==> src/rtl/circ_spmv.sv <==
module circ_spmv #(
  parameter int P     = 8,
  parameter int NBR   = 5,
  parameter int NBC   = 5,
  parameter int NSLOT = 3,
  parameter int SW    = (P > 1) ? $clog2(P) : 1,
  parameter int TW    = (NSLOT > 1) ? $clog2(NSLOT) : 1,
  parameter int CW    = (NBC > 1) ? $clog2(NBC) : 1,
  parameter int RW    = (NBR > 1) ? $clog2(NBR) : 1,
  parameter logic [NBR*NBC-1:0]    NZ    = 25'b10110_11000_11011_01001_00111,
  parameter logic [NBR*NBC*SW-1:0] SHIFT = 75'o3517246025713640152736041,
  parameter logic [NBR*TW-1:0]     SLOT  = 10'b01_00_10_01_00
) (
  input  logic          clk,
  input  logic          rst_n,
  input  logic          ld_en,
  input  logic [CW-1:0] ld_col,
  input  logic [P-1:0]  ld_data,
  input  logic          start,
  output logic          done,
  input  logic [RW-1:0] rd_row,
  output logic [P-1:0]  rd_data
);

  function automatic logic [SW-1:0] shift_of(int r, int c);
    return SHIFT[(r*NBC+c)*SW +: SW];
  endfunction

  function automatic logic [TW-1:0] slot_of(int r);
    return SLOT[r*TW +: TW];
  endfunction

  logic [P-1:0]  xbuf [2][NBC];
  logic [P-1:0]  ybuf [NBR];
  logic [SW-1:0] rc   [NBC];
  logic          busy, cbank;
  logic [TW-1:0] slot, nslot;
  logic [SW-1:0] cnt;
  logic [NBC-1:0] colbit;
  logic [NBR-1:0] rowbit, rowact;
  logic accept, slot_end, last, seed;

  assign accept   = start && !busy;
  assign slot_end = busy && (cnt == SW'(P-1));
  assign last     = slot_end && (slot == TW'(NSLOT-1));
  assign seed     = accept || (slot_end && !last);
  assign nslot    = accept ? '0 : slot + 1'b1;

  for (genvar c = 0; c < NBC; c++) begin : g_col
    assign colbit[c] = xbuf[cbank][c][rc[c]];
  end

  for (genvar r = 0; r < NBR; r++) begin : g_row
    assign rowbit[r] = ^(colbit & NZ[r*NBC +: NBC]);
    assign rowact[r] = busy && (slot_of(r) == slot);
  end

  assign rd_data = (int'(rd_row) < NBR) ? ybuf[rd_row] : '0;

  always_ff @(posedge clk or negedge rst_n) begin
    if (!rst_n) begin
      busy  <= 1'b0;
      cbank <= 1'b0;
      slot  <= '0;
      cnt   <= '0;
      done  <= 1'b0;
      for (int b = 0; b < 2; b++)
        for (int c = 0; c < NBC; c++) xbuf[b][c] <= '0;
      for (int r = 0; r < NBR; r++) ybuf[r] <= '0;
      for (int c = 0; c < NBC; c++) rc[c] <= '0;
    end else begin
      done <= last;
      if (ld_en && int'(ld_col) < NBC) xbuf[~cbank][ld_col] <= ld_data;

      if (accept) begin
        busy  <= 1'b1;
        cbank <= ~cbank;
        slot  <= '0;
        cnt   <= '0;
      end else if (busy) begin
        cnt <= slot_end ? '0 : cnt + 1'b1;
        if (slot_end) begin
          if (last) busy <= 1'b0;
          else      slot <= slot + 1'b1;
        end
      end

      for (int r = 0; r < NBR; r++)
        if (rowact[r]) ybuf[r][cnt] <= rowbit[r];

      for (int c = 0; c < NBC; c++) begin
        if (seed) begin
          rc[c] <= '0;
          for (int r = 0; r < NBR; r++)
            if (slot_of(r) == nslot && NZ[r*NBC+c]) rc[c] <= shift_of(r, c);
        end else if (busy) begin
          rc[c] <= (rc[c] == SW'(P-1)) ? '0 : rc[c] + 1'b1;
        end
      end
    end
  end

endmodule

==> config.mk <==
export PLATFORM = sky130hd
export DESIGN_NAME = circ_spmv
export DESIGN_NICKNAME = d
export VERILOG_FILES = /design/src/rtl/circ_spmv.sv
export SDC_FILE = /design/constraint.sdc
export NUM_CORES = 1
export LEC_CHECK = 0
export CORE_MARGIN = 2
export CORE_UTILIZATION = 45
export DETAILED_ROUTE_END_ITERATION = 16
export HOLD_SLACK_MARGIN = 0.15
export SLEW_MARGIN = 5
export SYNTH_ARGS = -nofsm -noshare
export SYNTH_HDL_FRONTEND = slang
export SYNTH_SLANG_ARGS = --single-unit
export TNS_END_PERCENT = 100
==> constraint.sdc <==
create_clock -name clk -period 2.9 [get_ports clk]
set_input_delay 0.58 -clock clk [delete_from_list [all_inputs] [get_ports clk]]
set_output_delay 0.58 -clock clk [all_outputs]
set_load 0.005 [all_outputs]
# After elaboration in Yosys (flattened, before gate mapping)
# Index checks and enable logic that the tools add are counted.
op_classes:
  addsub: 7
  multipliers: 0
  n_div: 0
  magnitude_cmp: 15
  eq_ne: 12
  shift: 0
  mux: 68
  n_bitwise: 5
  n_reduce_logical: 25
ops:
  columns: ["op", "count"]
  rows:
  - ["2-to-1 mux 40 bit", 4]
  - ["2-to-1 mux 3 bit", 28]
  - ["bitwise mux 80 bit", 1]
  - ["bitwise mux 8 bit", 5]
  - ["demux 40 bit (select 1 bit)", 1]
  - ["2-to-1 mux 8 bit", 4]
  - ["XOR reduction 5 bit", 5]
  - ["binary-select mux 8 bit (select 3 bit)", 1]
  - ["demux 8 bit (select 3 bit)", 1]
  - ["< comparator 3 x 4 -> 1 bit, second input constant", 6]
  - ["adder 3 x 1 -> 3 bit, second input constant", 6]
  - ["equality test 3 bit, second input constant", 6]
  - ["binary-select mux 1 bit (select 3 bit)", 5]
  - ["2-to-1 mux 1 bit", 12]
  - ["logical AND 1 bit", 11]
  - ["2-to-1 mux 2 bit", 5]
  - [">= comparator 4 bit, second input constant", 2]
  - ["inverter 3 -> 4 bit", 2]
  - ["< comparator 3 bit, second input constant", 2]
  - ["nonzero test 2 bit", 3]
  - ["equality test 1 x 2 -> 1 bit, first input constant", 2]
  - ["equality test 2 bit, first input constant", 2]
  - [">= comparator 2 bit, second input constant", 2]
  - ["logical NOT 2 bit", 2]
  - ["12 further kinds", 14]
totals:
  regBits: 143
  latch_bits: 0
  ram_bits: 0
  romBits: 0
  output_inout_bits: 9
  word_cells: 157
  memories: 0

# Logic depth before layout (Yosys ltp)
# Gate-level depths: netlist of run 1.
logic_depth:
  depth_word: 8
  depth_mapped: 9
  depth_no_buf: 8

# Worst setup path before layout of run 1
# Ideal clock, no wire load.
synth_timing:
  kind: "register to register"
  start: "register cbank"
  end: "register ybuf[35] in the netlist's numbering"
  setup_time_ns: 0.066
  t_arrival_ns: 2.359
  required_time_ns: 2.834
  slack_ns: 0.475
  stages_incl_launch_ff: 8
  n_path_buf: 2
  period_less_slack_ns: 2.425
  path_cell_list: "dfrtp_1 -> buf_6 -> buf_12 -> mux4_1 -> mux4_2 -> xor2_1 -> xor2_1 -> mux2_2"
synth_via:
  elab_chain_cells: 8
synth_lines:
  columns: ["element", "line_no", "rtl"]
  rows:
  - ["start, declared", "36", "logic busy, cbank;"]
  - ["start signal, assigned", "77", "cbank <= ~cbank;"]
  - ["inverter 1 -> 2 bit (not written as such) *", "50", "assign colbit[c] = xbuf[cbank][c][rc[c]];"]
  - ["2-to-1 mux 40 bit * (3 in series)", null, null]
  - ["binary-select mux 1 bit (select 3 bit)", "50", null]
  - ["2-to-1 mux 1 bit (not written as such)", "50", null]
  - ["XOR reduction 5 bit *", "54", "assign rowbit[r] = ^(colbit & NZ[r*NBC +: NBC]);"]
  - ["bitwise mux 8 bit *", "89", "if (rowact[r]) ybuf[r][cnt] <= rowbit[r];"]
  - ["end signal, assigned by index", "89", null]
  - ["end, declared", "34", "logic [P-1:0] ybuf [NBR];"]
# Every way passes the cells marked *; elsewhere a longest branch is shown, timed or not. The select of a mux whose other input is x is not followed.
# A chain may end at the register's enable or synchronous reset.

# Worst setup path in the final report of run 1
layout_timing:
  start: "register cbank"
  end: "register ybuf[7] in the netlist's numbering"
layout_via:
  elab_chain_cells: 8
layout_lines:
  columns: ["element", "line_no"]
  rows:
  - ["inverter 1 -> 2 bit (not written as such) *", "50"]
  - ["2-to-1 mux 40 bit (not written as such) * (3 in series)", "50"]
  - ["binary-select mux 1 bit (select 3 bit)", "50"]
  - ["2-to-1 mux 1 bit (not written as such)", "50"]
  - ["XOR reduction 5 bit *", "54"]
  - ["bitwise mux 8 bit *", "89"]
# Marks and branches as above.

==> metrics, run 1 <==
post-route minimum period=2.87 ns; layout net count=601; Synth top cells by count=dfrtp_1 (143), mux2_2 (120), nand2_1 (34), o21ai_0 (24), nor2_1 (23); Relative slew margins=42.0%; CP endpoint kind=flip-flop; detailed-route DRC error count=0; Worst path max stage delay=between 0.6 and 0.7 ns; CP max-delay cell=xor2_1; cells along the critical path=buf_12 > mux4_1 > mux4_2 > xor2_1 > xor2_1 > mux2_2; initial antenna violation count=0; Port Buf Inserts=26; Fin Clk Skew=0.00696 ns; root buffer cell=clkbuf_16; Post-DRT Antenna Nets=0; area post-placement=7650 µm²; DRT Pass-1 Iters=4; Critical Path Most Common Cell=xor2_1; RSZ-0062 raised after global routing=true; core area=15300 µm²; peak supply drop=roughly 0.00085 V; Post-Syn Area=about 7000 µm²; Post-synth top flop=dfrtp_1; layout cell share with drive strength beyond 1=between 30% and 40%; RePlAce Congestion=0.758; Syn Area/Cell=roughly 13 µm²; Yosys reg bits=roughly 140; combinational power share=42.8%; ys async rst share=between 90% and 100%; clock latency on the worst-skew pair=0.41 ns; flop2flop setup slack=0.03 ns; I/O pin cnt=27; crit path kind=flip-flop to flip-flop; clock slew at reported path FFs=about 0.06 ns; Finished Cell Area=about 8300 µm²; status=finished, final reports clean; final core occ=a little over half; sequential area share after synthesis=50.5%; Worst EP arrival=3.21 ns; DP Cell Count=between 700 and 800; hpwl dp=10200 µm; vias per cell=5.53; ant diodes=0; total gr overflow=0; top cell type's share of synthesized area=between 50 and 60%; Hold-fix buffers, CTS=0; Net Switching=3.69 mW; Hold Fails Final Rpt=0; CP Launch Type=flip-flop; max-cap check violation count=0; gr usage total=18.9%; count leader, synth=dfrtp_1; pin count of the biggest net entering global routing=76; Hold Crit Class=input pin to async pin; Synthesized Nets=around 560; Power Density=around 1200 nW/µm²; Inserted Clock Buffers=17; Setup violations, final=0; vias in the first global route=between 4000 and 5000; die width=129 µm; required time worst endpoint=approximately 3.3 ns; Total Die Area=16800 µm²; Avg WL per Cell=18.5 µm; vias=4354; yosys warns=0; first-pass GRT wire length=24000 µm; CTS tree=built; EDFF count, synth=0; Net Sw Frac=35.4%; Int Pwr=approximately 6.7 mW; Mapped Cells=525; Period Utilization, post-route=between 90% and 100%; synth top area cells=dfrtp_1 (51%), mux2_2 (19%), mux4_1 (5.6%), mux4_2 (4.5%), ha_1 (3.4%); clock power share=between 20% and 30%; 1st-iter DRT viols=247; Die Y=129 µm; Layout Cells excl Fill=788; routed wire length=14500 µm; CTS sink count=143; crit-path max FO=23; H-tree levels=4; num rows=45; Area Overhead vs Synth=17.5%; Lkg Pwr=3.67 nW; Longest Clk Path Bufs=2; Reg power frac=approximately a third; Distinct cells, synth=36; fmax=between 300 and 400 MHz; final setup TNS=0 ns; Slew @ Worst Pin=roughly 0.87 ns; Starting Density=46.2%; post-synth top area cell=dfrtp_1; Final Max Tran Viols=0
power groups by stage:
stage / registers (mW) / logic (mW) / clock network [mW]
floorplan: 3.39 / 3.34 / 0
global placement: 3.63 / 4.33 / 0
detailed placement: 3.69 / 4.44 / 0
CTS: 3.66 / 4.47 / 2.35
global route: 3.78 / 4.84 / 2.45
finish: 3.66 / 4.45 / 2.30
layer usage:
layer / wire, µm / share of wire, % / track usage (%)
met5: 0 / 0 / 0
met4: 183 / 1.3 / 5.12
met3: 363 / 2.5 / 4.71
met2: 7120 / 49 / 30.8
met1: 6870 / 47 / 25.5
final timing paths:
check                              from  cells after the start  endpoint
min in group clk                xbuf[5]                      1   xbuf[5]
worst max register to register    cbank                      6   ybuf[7]
max in group asynchronous         rst_n                      2   ybuf[3]
worst min register to register  xbuf[5]                      1   xbuf[5]
worst min-delay path              rst_n                      1    rc[13]
worst max-delay path              cbank                      6   ybuf[7]
layout by cell type (no fill, tap or decap), types with 15 or more instances in the layout:
| cell type | count |
|---|---|
| dfrtp_1 | 143 |
| mux4_1 | 15 |
| mux2i_1 | 16 |
| mux2_2 | 120 |
| nor2_1 | 23 |
| clkbuf_16 | 17 |
| nand2_1 | 34 |
| clkdlybuf4s50_1 | 22 |
| buf_4 | 17 |
| ha_1 | 19 |
| o21ai_0 | 24 |
registers in the layout, indices dropped and copies added, names as in the netlist:
register  flops
slot          2
rc           15
xbuf         80
cnt           3
ybuf         40
busy          1
done          1
cbank         1
repair_timing:
| action | 4_1_cts | 5_1_grt |
|---|---|---|
| buffers inserted | 0 | 1 |
| hold endpoints to repair | 0 | 0 |
| resized for setup | 0 | 7 |
| setup endpoints to repair | 2 | 40 |
stage by stage:
stage                     hold WS, ns  power [mW]  worst slack, ns
after floorplan                 0.284        6.73            0.475
after global placement          0.479        7.96          0.00644
after detailed placement        0.484        8.13          0.00742
after CTS                       0.234        10.5         -0.00240
after global routing            0.237        11.1           -0.111
final                           0.185        10.4           0.0349
cells by family after synthesis:
logic type	count (synthesis)	synth area share, %
buffers and inverters	41	2.56
XOR/XNOR	9	1.22
AND/OR/NAND/NOR	102	7.00
flip-flops	143	50.5
AO/OA/AOI/OAI	46	3.98
adder cells (fa/ha/maj)	19	3.36
multiplexers	165	31.4
final cells by class:
type / instances / area, µm²
clock buffer: 18 / 439
fill: 1309 / 6990
sequential: 143 / 3580
clock inverter: 14 / 190
inverter: 14 / 52.6
tap: 211 / 264
multi-input combinational: 341 / 3340
timing repair buffer: 47 / 459
worst max-delay path, delay by kind of cell (launching register included):
family                 cells  cell delay, ns
flip-flops                 1            0.37
buffers and inverters      1            0.20
XOR/XNOR                   2            0.90
multiplexers               3            1.34
Power figures use the tool's default switching activity.
==> run 2: changes to the inputs <==
--- a/config.mk
+++ b/config.mk
@@ -7,6 +7,7 @@
 export LEC_CHECK = 0
 export CORE_MARGIN = 2
 export CORE_UTILIZATION = 45
+export CTS_CLUSTER_DIAMETER = 120
 export DETAILED_ROUTE_END_ITERATION = 16
 export HOLD_SLACK_MARGIN = 0.15
 export SLEW_MARGIN = 5
==> results of run 2 <==
No change in the layout: final DEF, timing and power equal those of run 1.
